[src/rtl/dtrace_msg_fmt.sv]
module dtrace_msg_fmt #(
  parameter int AW = 32,
  parameter int DW = 64,
  parameter int PERIOD = 255,
  localparam int ALW = $clog2(AW + 1),
  localparam int DLW = $clog2(DW + 1),
  localparam int MW = 13 + AW + DW,
  localparam int LW = $clog2(MW + 1),
  localparam int CW = $clog2(PERIOD + 1)
) (
  input  logic           clk,
  input  logic           rst_n,
  input  logic           trace_en,
  input  logic           evt_allow,
  input  logic           acc_valid,
  input  logic           acc_write,
  input  logic [AW-1:0]  acc_addr,
  input  logic [DW-1:0]  acc_data,
  input  logic [2:0]     acc_size,
  input  logic [3:0]     acc_src,
  input  logic           acc_secure,
  input  logic           mode_exit,
  input  logic           evt_in,
  input  logic           force_sync,
  output logic           msg_valid,
  output logic           msg_sync,
  output logic [5:0]     msg_tcode,
  output logic [AW-1:0]  msg_addr,
  output logic [ALW-1:0] msg_addr_len,
  output logic [DW-1:0]  msg_data,
  output logic [DLW-1:0] msg_data_len,
  output logic [LW-1:0]  msg_len,
  output logic [MW-1:0]  msg_bits
);

  function automatic logic [ALW-1:0] addr_width(input logic [AW-1:0] v);
    int n = 1;
    for (int i = 0; i < AW; i++) if (v[i]) n = i + 1;
    return ALW'(n);
  endfunction

  function automatic logic [DLW-1:0] data_width(input logic [DW-1:0] v);
    int n = 1;
    for (int i = 0; i < DW; i++) if (v[i]) n = i + 1;
    return DLW'(n);
  endfunction

  function automatic logic [DW-1:0] size_mask(input logic [2:0] s);
    int w = 8 << s;
    if (w >= DW) return '1;
    return (DW'(1) << w) - DW'(1);
  endfunction

  logic          sync_pend;
  logic [CW-1:0] per_cnt;
  logic [AW-1:0] ref_addr;

  logic           emit, force_now, set_now, is_sync;
  logic [AW-1:0]  addr_fld;
  logic [DW-1:0]  data_fld;
  logic [ALW-1:0] alen;
  logic [DLW-1:0] dlen;
  logic [5:0]     tcode;
  logic [MW-1:0]  packed_msg;

  assign emit      = acc_valid & trace_en & ~acc_secure;
  assign force_now = mode_exit | (evt_in & evt_allow & trace_en) | force_sync;
  assign set_now   = force_now | ~trace_en | (acc_valid & acc_secure);
  assign is_sync   = sync_pend | force_now | (per_cnt == CW'(PERIOD));

  assign addr_fld = is_sync ? acc_addr : (acc_addr ^ ref_addr);
  assign data_fld = acc_data & size_mask(acc_size);
  assign alen     = addr_width(addr_fld);
  assign dlen     = data_width(data_fld);
  assign tcode    = {2'b00, is_sync, 1'b1, acc_write ? 2'b01 : 2'b10};

  assign packed_msg = MW'(tcode)
                    | (MW'(acc_src) << 6)
                    | (MW'(acc_size) << 10)
                    | (MW'(addr_fld) << 13)
                    | (MW'(data_fld) << (13 + int'(alen)));

  always_ff @(posedge clk or negedge rst_n) begin
    if (!rst_n) begin
      sync_pend <= 1'b1;
      per_cnt   <= '0;
      ref_addr  <= '0;
    end else if (emit && is_sync) begin
      sync_pend <= 1'b0;
      per_cnt   <= '0;
      ref_addr  <= acc_addr;
    end else begin
      sync_pend <= sync_pend | set_now;
      if (emit) per_cnt <= per_cnt + CW'(1);
    end
  end

  always_ff @(posedge clk or negedge rst_n) begin
    if (!rst_n) begin
      msg_valid    <= 1'b0;
      msg_sync     <= 1'b0;
      msg_tcode    <= '0;
      msg_addr     <= '0;
      msg_addr_len <= '0;
      msg_data     <= '0;
      msg_data_len <= '0;
      msg_len      <= '0;
      msg_bits     <= '0;
    end else begin
      msg_valid <= emit;
      if (emit) begin
        msg_sync     <= is_sync;
        msg_tcode    <= tcode;
        msg_addr     <= addr_fld;
        msg_addr_len <= alen;
        msg_data     <= data_fld;
        msg_data_len <= dlen;
        msg_len      <= LW'(13 + int'(alen) + int'(dlen));
        msg_bits     <= packed_msg;
      end
    end
  end

endmodule


[config.mk]
export PLATFORM = sky130hd
export DESIGN_NAME = dtrace_msg_fmt
export DESIGN_NICKNAME = d
export VERILOG_FILES = /design/src/rtl/dtrace_msg_fmt.sv
export SDC_FILE = /design/constraint.sdc
export NUM_CORES = 1
export LEC_CHECK = 0
export BUFFER_PORTS_ARGS = -buffer_cell sky130_fd_sc_hd__buf_2
export CAP_MARGIN = 20
export CORE_ASPECT_RATIO = 1.25
export CORE_MARGIN = 5
export CORE_UTILIZATION = 45
export DETAILED_ROUTE_END_ITERATION = 16
export PLACE_DENSITY = 0.78
export SLEW_MARGIN = 20
export SYNTH_ARGS = -nofsm -noshare
export SYNTH_HDL_FRONTEND = slang
export SYNTH_SLANG_ARGS = --single-unit
[constraint.sdc]
create_clock -name clk -period 6.89 [get_ports clk]
set_input_delay 1.0335 -clock clk [delete_from_list [all_inputs] [get_ports clk]]
set_output_delay 1.0335 -clock clk [all_outputs]
set_load 0.02 [all_outputs]
==> results.md, run 1 <==
- Max Root-Sink Buffers: 3
- Setup crit end kind: flop
- Initial core utilization: 45.64%
- Final setup viols: 0
- Die area: 43890 µm²
- Critical path class: flop to flop
- Startpoint types: flop
- RSZ-0062 raised after global routing: false
- Layout cells sized above 1: 24.93%
- Inst Count DP: 2829
- CTS root buf: clkbuf_16
- Worst slew pin tran: 1.020 ns
- Clock latency at the later pin of the worst-skew pair: 0.60 ns
- Non-Filler Instances: 2881
- PortBufs: 343
- Number of synthesized flops with an enable pin: 0
- Routed vias: 18809
- Register area share after synthesis: 37.47%
- Status: completed
- Final Skew: 0.01855 ns
- Setup_tns: 0 ns
- CTS tree: yes
- Post-Synthesis Cells: 2080
- Inserted Clock Buffers: 28
- FMAX: 0.1591 GHz
- WL/cell: 27.08 µm
- DP Area: 20210 µm²
- Final WL: 78020 µm
- DR vias/cell: 6.529
- Class of the worst hold path: input pin to async pin
- Die span in x: 188.4 µm
- CTS Hold Bufs: 0
- VDD IR-drop max: 0.2041 mV
- 1st-iter DRT viols: 2333
- Fin. max-slew vios: 0
- Part of the cycle the worst path needs: 91.20%
- #FFs+latches synth: 268
- Post-synth ARST share: 100.0%
- Gr ovfl total: 0
- Count of unique library cells instantiated by Yosys: 89
- Global-route usage over all layers: 34.13%
- DRC violations left: 0
- Mapped Area: 17900 µm²
- Clock slew seen by the registers of the worst setup and hold paths: 0.08 ns
- Hold Vio Cnt, Final: 0
- Final Critical Period: 6.283 ns
- Sinks on the clock net: 268
- GPL Wtd Cong: 0.9892
- ANT nets after route: 0
- Vias in the first global route: 17989
- Leak Pwr: 9.600 nW
- DP HPWL: 59120 µm
- PD cells: 284.3 nW/µm²
- Initial antenna violation count: 1
- Final net count: 2484
- Die Height: 233.0 µm
- CP required: 7.32 ns
- Most common flop cell mapped by yosys: dfrtp_1
- Largest net degree at the start of global routing: 178
- Drt first pass iters: 7
- Synth Warn #: 0
- Area occupied by multi-input gates: 10400 µm²
- Antenna cells: 0
- Post-synth top area cell: dfrtp_1
- Max-cap viol count: 0
- Layout area overhead: 18.39%
- Worst EP arrival: 6.71 ns
- FF+latch area: 6708 µm²
- Hold_ws: 0.4035 ns
- Mean Syn Cell Area: 8.606 µm²
- Resize count post-CTS: 0
- First-pass GRT wire length: 115700 µm
- Synth top area share: 37.32%
- Core area: 39220 µm²
- # rows: 81
- Rel. slew slack: 31.56%
- Number of H-tree levels: 1
- Fill cells: 3614
- Main area contributors after synthesis: dfrtp_1, nand2_1, mux4_2
- Io pins: 346
- CP max FO: 66
- Fin area: 21190 µm²
- Postcts setup bufs: 0
power breakdown:
part	total, mW	switching [mW]	internal, mW
clock network	1.64	0.710	0.926
logic	2.31	1.54	0.779
registers	2.07	0.207	1.87
kinds of logic after synthesis:
family	count (synthesis)	share of synthesized area (%)
AND/OR/NAND/NOR	771	19.34
AO/OA/AOI/OAI	647	23.65
flip-flops	268	37.47
buffers and inverters	198	4.760
multiplexers	159	12.69
XOR/XNOR	25	1.307
adder cells (fa/ha/maj)	10	0.7409
other	2	0.04195
final timing paths:
kind / to / cells after the start / from / slack (ns)
worst max register to register: msg_bits[58]$_DFFE_PN0P_ / 16 / per_cnt[0]$_DFFE_PN0P_ / 0.61
worst max-delay path: msg_bits[58]$_DFFE_PN0P_ / 16 / per_cnt[0]$_DFFE_PN0P_ / 0.61
worst min register to register: msg_data[4]$_DFFE_PN0P_ / 2 / msg_data[4]$_DFFE_PN0P_ / 0.47
min in group clk: msg_data[4]$_DFFE_PN0P_ / 2 / msg_data[4]$_DFFE_PN0P_ / 0.47
max in group asynchronous: msg_bits[95]$_DFFE_PN0P_ / 2 / rst_n / 5.20
worst min-delay path: msg_data[59]$_DFFE_PN0P_ / 1 / rst_n / 0.40
sequential cells by signal (all words and copies together), names as in the netlist:
signal        cells
msg_addr         32
msg_addr_len      5
msg_bits        109
msg_data         64
msg_data_len      6
msg_len           7
msg_sync          1
msg_tcode         2
msg_valid         1
per_cnt           8
ref_addr         32
sync_pend         1
cell usage in the layout, fill, tap and decap left out, types with 43 or more instances in the layout:
master      n
nand2_1   357
buf_2     342
dfrtp_1   267
o21ai_0   186
nor2_1    175
a21oi_1    97
mux2i_1    66
buf_4      57
and2_1     56
nand3_1    50
mux4_2     50
o211ai_1   49
a22oi_1    48
mux2_2     43
cells in the mapped netlist (all sizes together), types with 5 or more instances:
cell,number
o22ai,39
nand2b,7
mux2,43
o32a,5
a22oi,48
and2,59
and4,12
o21a,17
o221ai,16
a21boi,7
o21ai,196
nand2,358
a31o,7
or2,6
o31ai,13
buf,62
a31oi,41
xnor2,17
nor2b,5
o211ai,51
a221oi,5
nor2,178
ha,9
and3,6
a21o,18
nor4,12
xor2,8
a22o,5
dfrtp,267
a211oi,21
or4,13
a21oi,97
nand4,25
nor3,32
a32oi,7
a311oi,10
mux2i,66
o2111ai,6
nand3,50
inv,37
mux4,50
clkbuf,97
layer usage:
layer	track usage [%]	share of wire, %	vias to the layer above
met4	14.94	5.2	2
li1	-	-	8231
met1	45.60	39	9217
met2	55.04	46	1143
met5	0	0.0090	-
met3	5.672	9.0	216
cell type report:
| cell class | instances | area share [%] |
|---|---|---|
| clock inverter | 18 | 0.9210 |
| inverter | 39 | 0.6967 |
| timing repair buffer | 409 | 11.02 |
| tap | 498 | 2.940 |
| multi-input combinational | 1615 | 49.08 |
| clock buffer | 34 | 3.696 |
| sequential | 268 | 31.65 |
metrics by stage:
step           power [mW]  utilization, %  worst slack (ns)
2_1_floorplan       3.430               -            0.4002
3_3_place_gp        4.344           51.54            0.5925
3_5_place_dp        4.369           51.54            0.5752
4_1_cts             6.005           54.03            0.7492
5_1_grt             6.275           54.03            0.4435
6_report            6.024           54.03            0.6066
critical path, stage by stage (launching register included):
cell and delay [ns]:
dfrtp_1 0.41, ha_1 0.22, and2_1 0.19, nand4_1 0.60, and4_1 0.51, or4_1 0.65
a2111o_1 0.39, a21oi_1 0.18, nor3_1 0.07, o21a_1 0.22, ha_2 0.38, buf_12 0.30
mux4_2 0.65, mux2i_1 0.34, o21ai_0 0.17, o21ai_0 0.60, o221ai_1 0.19
(Power assumes the default switching activity.)
==> run 2: changes to the inputs <==
CELL_PAD_IN_SITES_DETAIL_PLACEMENT = 0   (was unset)
CELL_PAD_IN_SITES_GLOBAL_PLACEMENT = 1   (was unset)
CORE_UTILIZATION = 42   (was 45)
PLACE_DENSITY = 0.92   (was 0.78)
SKIP_CTS_REPAIR_TIMING = 1   (was unset)
==> results.md, run 2 (synthesis gave the netlist of run 1 again) <==
- Number of H-tree levels: 1
- Biggest regs: msg_bits (109), msg_data (64)
- Final setup viols: 0
- Initial antenna violation count: 3
- Clock latency at the later pin of the worst-skew pair: 0.59 ns
- Hold Vio Cnt, Final: 0
- Fin area: 21270 µm²
- Startpoint types: flop
- ANT nets after route: 0
- Worst slew pin tran: 1.045 ns
- Initial core utilization: 42.47%
- Worst R2R Start: per_cnt[0]$_DFFE_PN0P_
- Die area: 46880 µm²
- RSZ-0062 raised after global routing: false
- Final net count: 2491
- Final Skew: 0.02872 ns
- Most common cell after layout, fill and taps aside: nand2_1
- Comb pwr share: 38.9%
- DP Area: 20310 µm²
- CTS root buf: clkbuf_16
- First-pass GRT wire length: 119100 µm
- Layout cells sized above 1: 25.26%
- Class of the worst hold path: input pin to async pin
- Status: completed
- R2R setup slack: 0.36 ns
- Most frequent cells in the layout: nand2_1, buf_2, dfrtp_1
- Drt first pass iters: 6
- Final Critical Period: 6.533 ns
- Setup crit end kind: flop
- RR Endpoint: msg_bits[105]$_DFFE_PN0P_
- Slowest stage delay, CP: 0.63 ns
- Io pins: 346
- DP HPWL: 62090 µm
- Sw Ratio: 41.15%
- DR vias/cell: 6.416
- Layout area overhead: 18.83%
- Die span in x: 194.7 µm
- Slowest-stage cell, CP: nand4_1
- PD cells: 283.2 nW/µm²
- Worst EP arrival: 7.02 ns
- Gr ovfl total: 0
- Leak Pwr: 9.613 nW
- Critical path class: flop to flop
- Sinks on the clock net: 268
- Critical-path cell list: ha_1 > and2_1 > nand4_1 > and4_1 > or4_1 > a2111o_1 > a21oi_1 > nor3_1 > o21a_1 > ha_2 > buf_12 > mux2i_1 > nor2_1 > mux2i_1 > mux2_2 > a222oi_1 > a21oi_1 > o21ai_0
- Total power draw: 6.024 mW
- CTS tree: yes
- Final Util: 50.47%
- Max Root-Sink Buffers: 3
- Vias in the first global route: 18067
- VDD IR-drop max: 0.2019 mV
- FMAX: 0.1531 GHz
- Reg power frac: 34.8%
- Max-cap viol count: 0
- Psw: 2.479 mW
- Rel. slew slack: 29.73%
- GPL Wtd Cong: 0.9833
- Routed vias: 18934
- Setup_tns: 0 ns
- Max reg flops: 109
- WL/cell: 27.37 µm
- Global-route usage over all layers: 33.02%
- Largest net degree at the start of global routing: 126
- Clock slew seen by the registers of the worst setup and hold paths: 0.06 ns
- Int Pwr: 3.545 mW
- CP max FO: 66
- DRC violations left: 0
- Part of the cycle the worst path needs: 94.82%
- Most flops, register: msg_bits
- Buffer and inverter count on the worst path: 1
- PortBufs: 343
- Top cell family by delay on the critical path: simple AND/OR/NAND/NOR gates
- Core area: 42150 µm²
- Fin. max-slew vios: 0
- Final WL: 80770 µm
- # rows: 84
- Power share of the clock group: 26.3%
- Cells on worst reg2reg path: 18
- Die Height: 240.8 µm
- Inserted Clock Buffers: 29
- 1st-iter DRT viols: 2293
- CP required: 7.38 ns
run 2: cell count changes in the layout (fill, tap and decap cells not counted), sizes merged:
| cell | before | now |
|---|---|---|
| bufinv | 3 | 1 |
| clkbuf | 34 | 38 |
| diode | 0 | 1 |
| clkinvlp | 3 | 1 |
| buf | 409 | 415 |
| clkinv | 14 | 16 |
run 2: layout make-up:
cell class	count	area [µm²]
antenna	1	2.502
timing repair buffer	415	2342
tap	559	699.4
inverter	39	147.6
clock buffer	38	829.5
clock inverter	16	130.1
fill	4045	20870
multi-input combinational	1615	10410
sequential	268	6708
run 2: worst max-delay path by stage:
stage / start / end / cells past startpoint
floorplan: evt_in / msg_bits[50]$_DFFE_PN0P_ / 22
global placement: evt_in / msg_bits[65]$_DFFE_PN0P_ / 18
detailed placement: evt_in / msg_bits[61]$_DFFE_PN0P_ / 17
CTS: per_cnt[0]$_DFFE_PN0P_ / msg_bits[61]$_DFFE_PN0P_ / 16
global route: per_cnt[0]$_DFFE_PN0P_ / msg_bits[105]$_DFFE_PN0P_ / 18
finish: per_cnt[0]$_DFFE_PN0P_ / msg_bits[105]$_DFFE_PN0P_ / 18
run 2: power groups by stage:
| stage | sequential, mW | combinational, mW | clock [mW] |
|---|---|---|---|
| 3_3_place_gp | 2.11 | 2.29 | 0 |
| 2_1_floorplan | 2.37 | 1.06 | 0 |
| 6_report | 2.09 | 2.35 | 1.58 |
| 4_1_cts | 2.09 | 2.31 | 1.60 |
| 5_1_grt | 2.12 | 2.49 | 1.66 |
| 3_5_place_dp | 2.12 | 2.31 | 0 |
run 2: per-stage QoR:
stage          worst slack, ns  instances  hold WS, ns
6_report                0.3571       2951       0.4126
3_3_place_gp            0.3872       2896       0.4521
3_5_place_dp            0.4855       2896       0.4566
2_1_floorplan           0.4002       2081       0.4602
4_1_cts                 0.4945       2950       0.4366
5_1_grt                 0.1035       2950       0.4619
run 2: per-layer routing:
metal	vias up	part of all wire, %	track usage [%]
met5	-	0.026	0
met4	4	5.8	16.16
met3	205	8.7	5.194
met2	1191	45	51.34
met1	9278	41	45.41
li1	8256	-	-
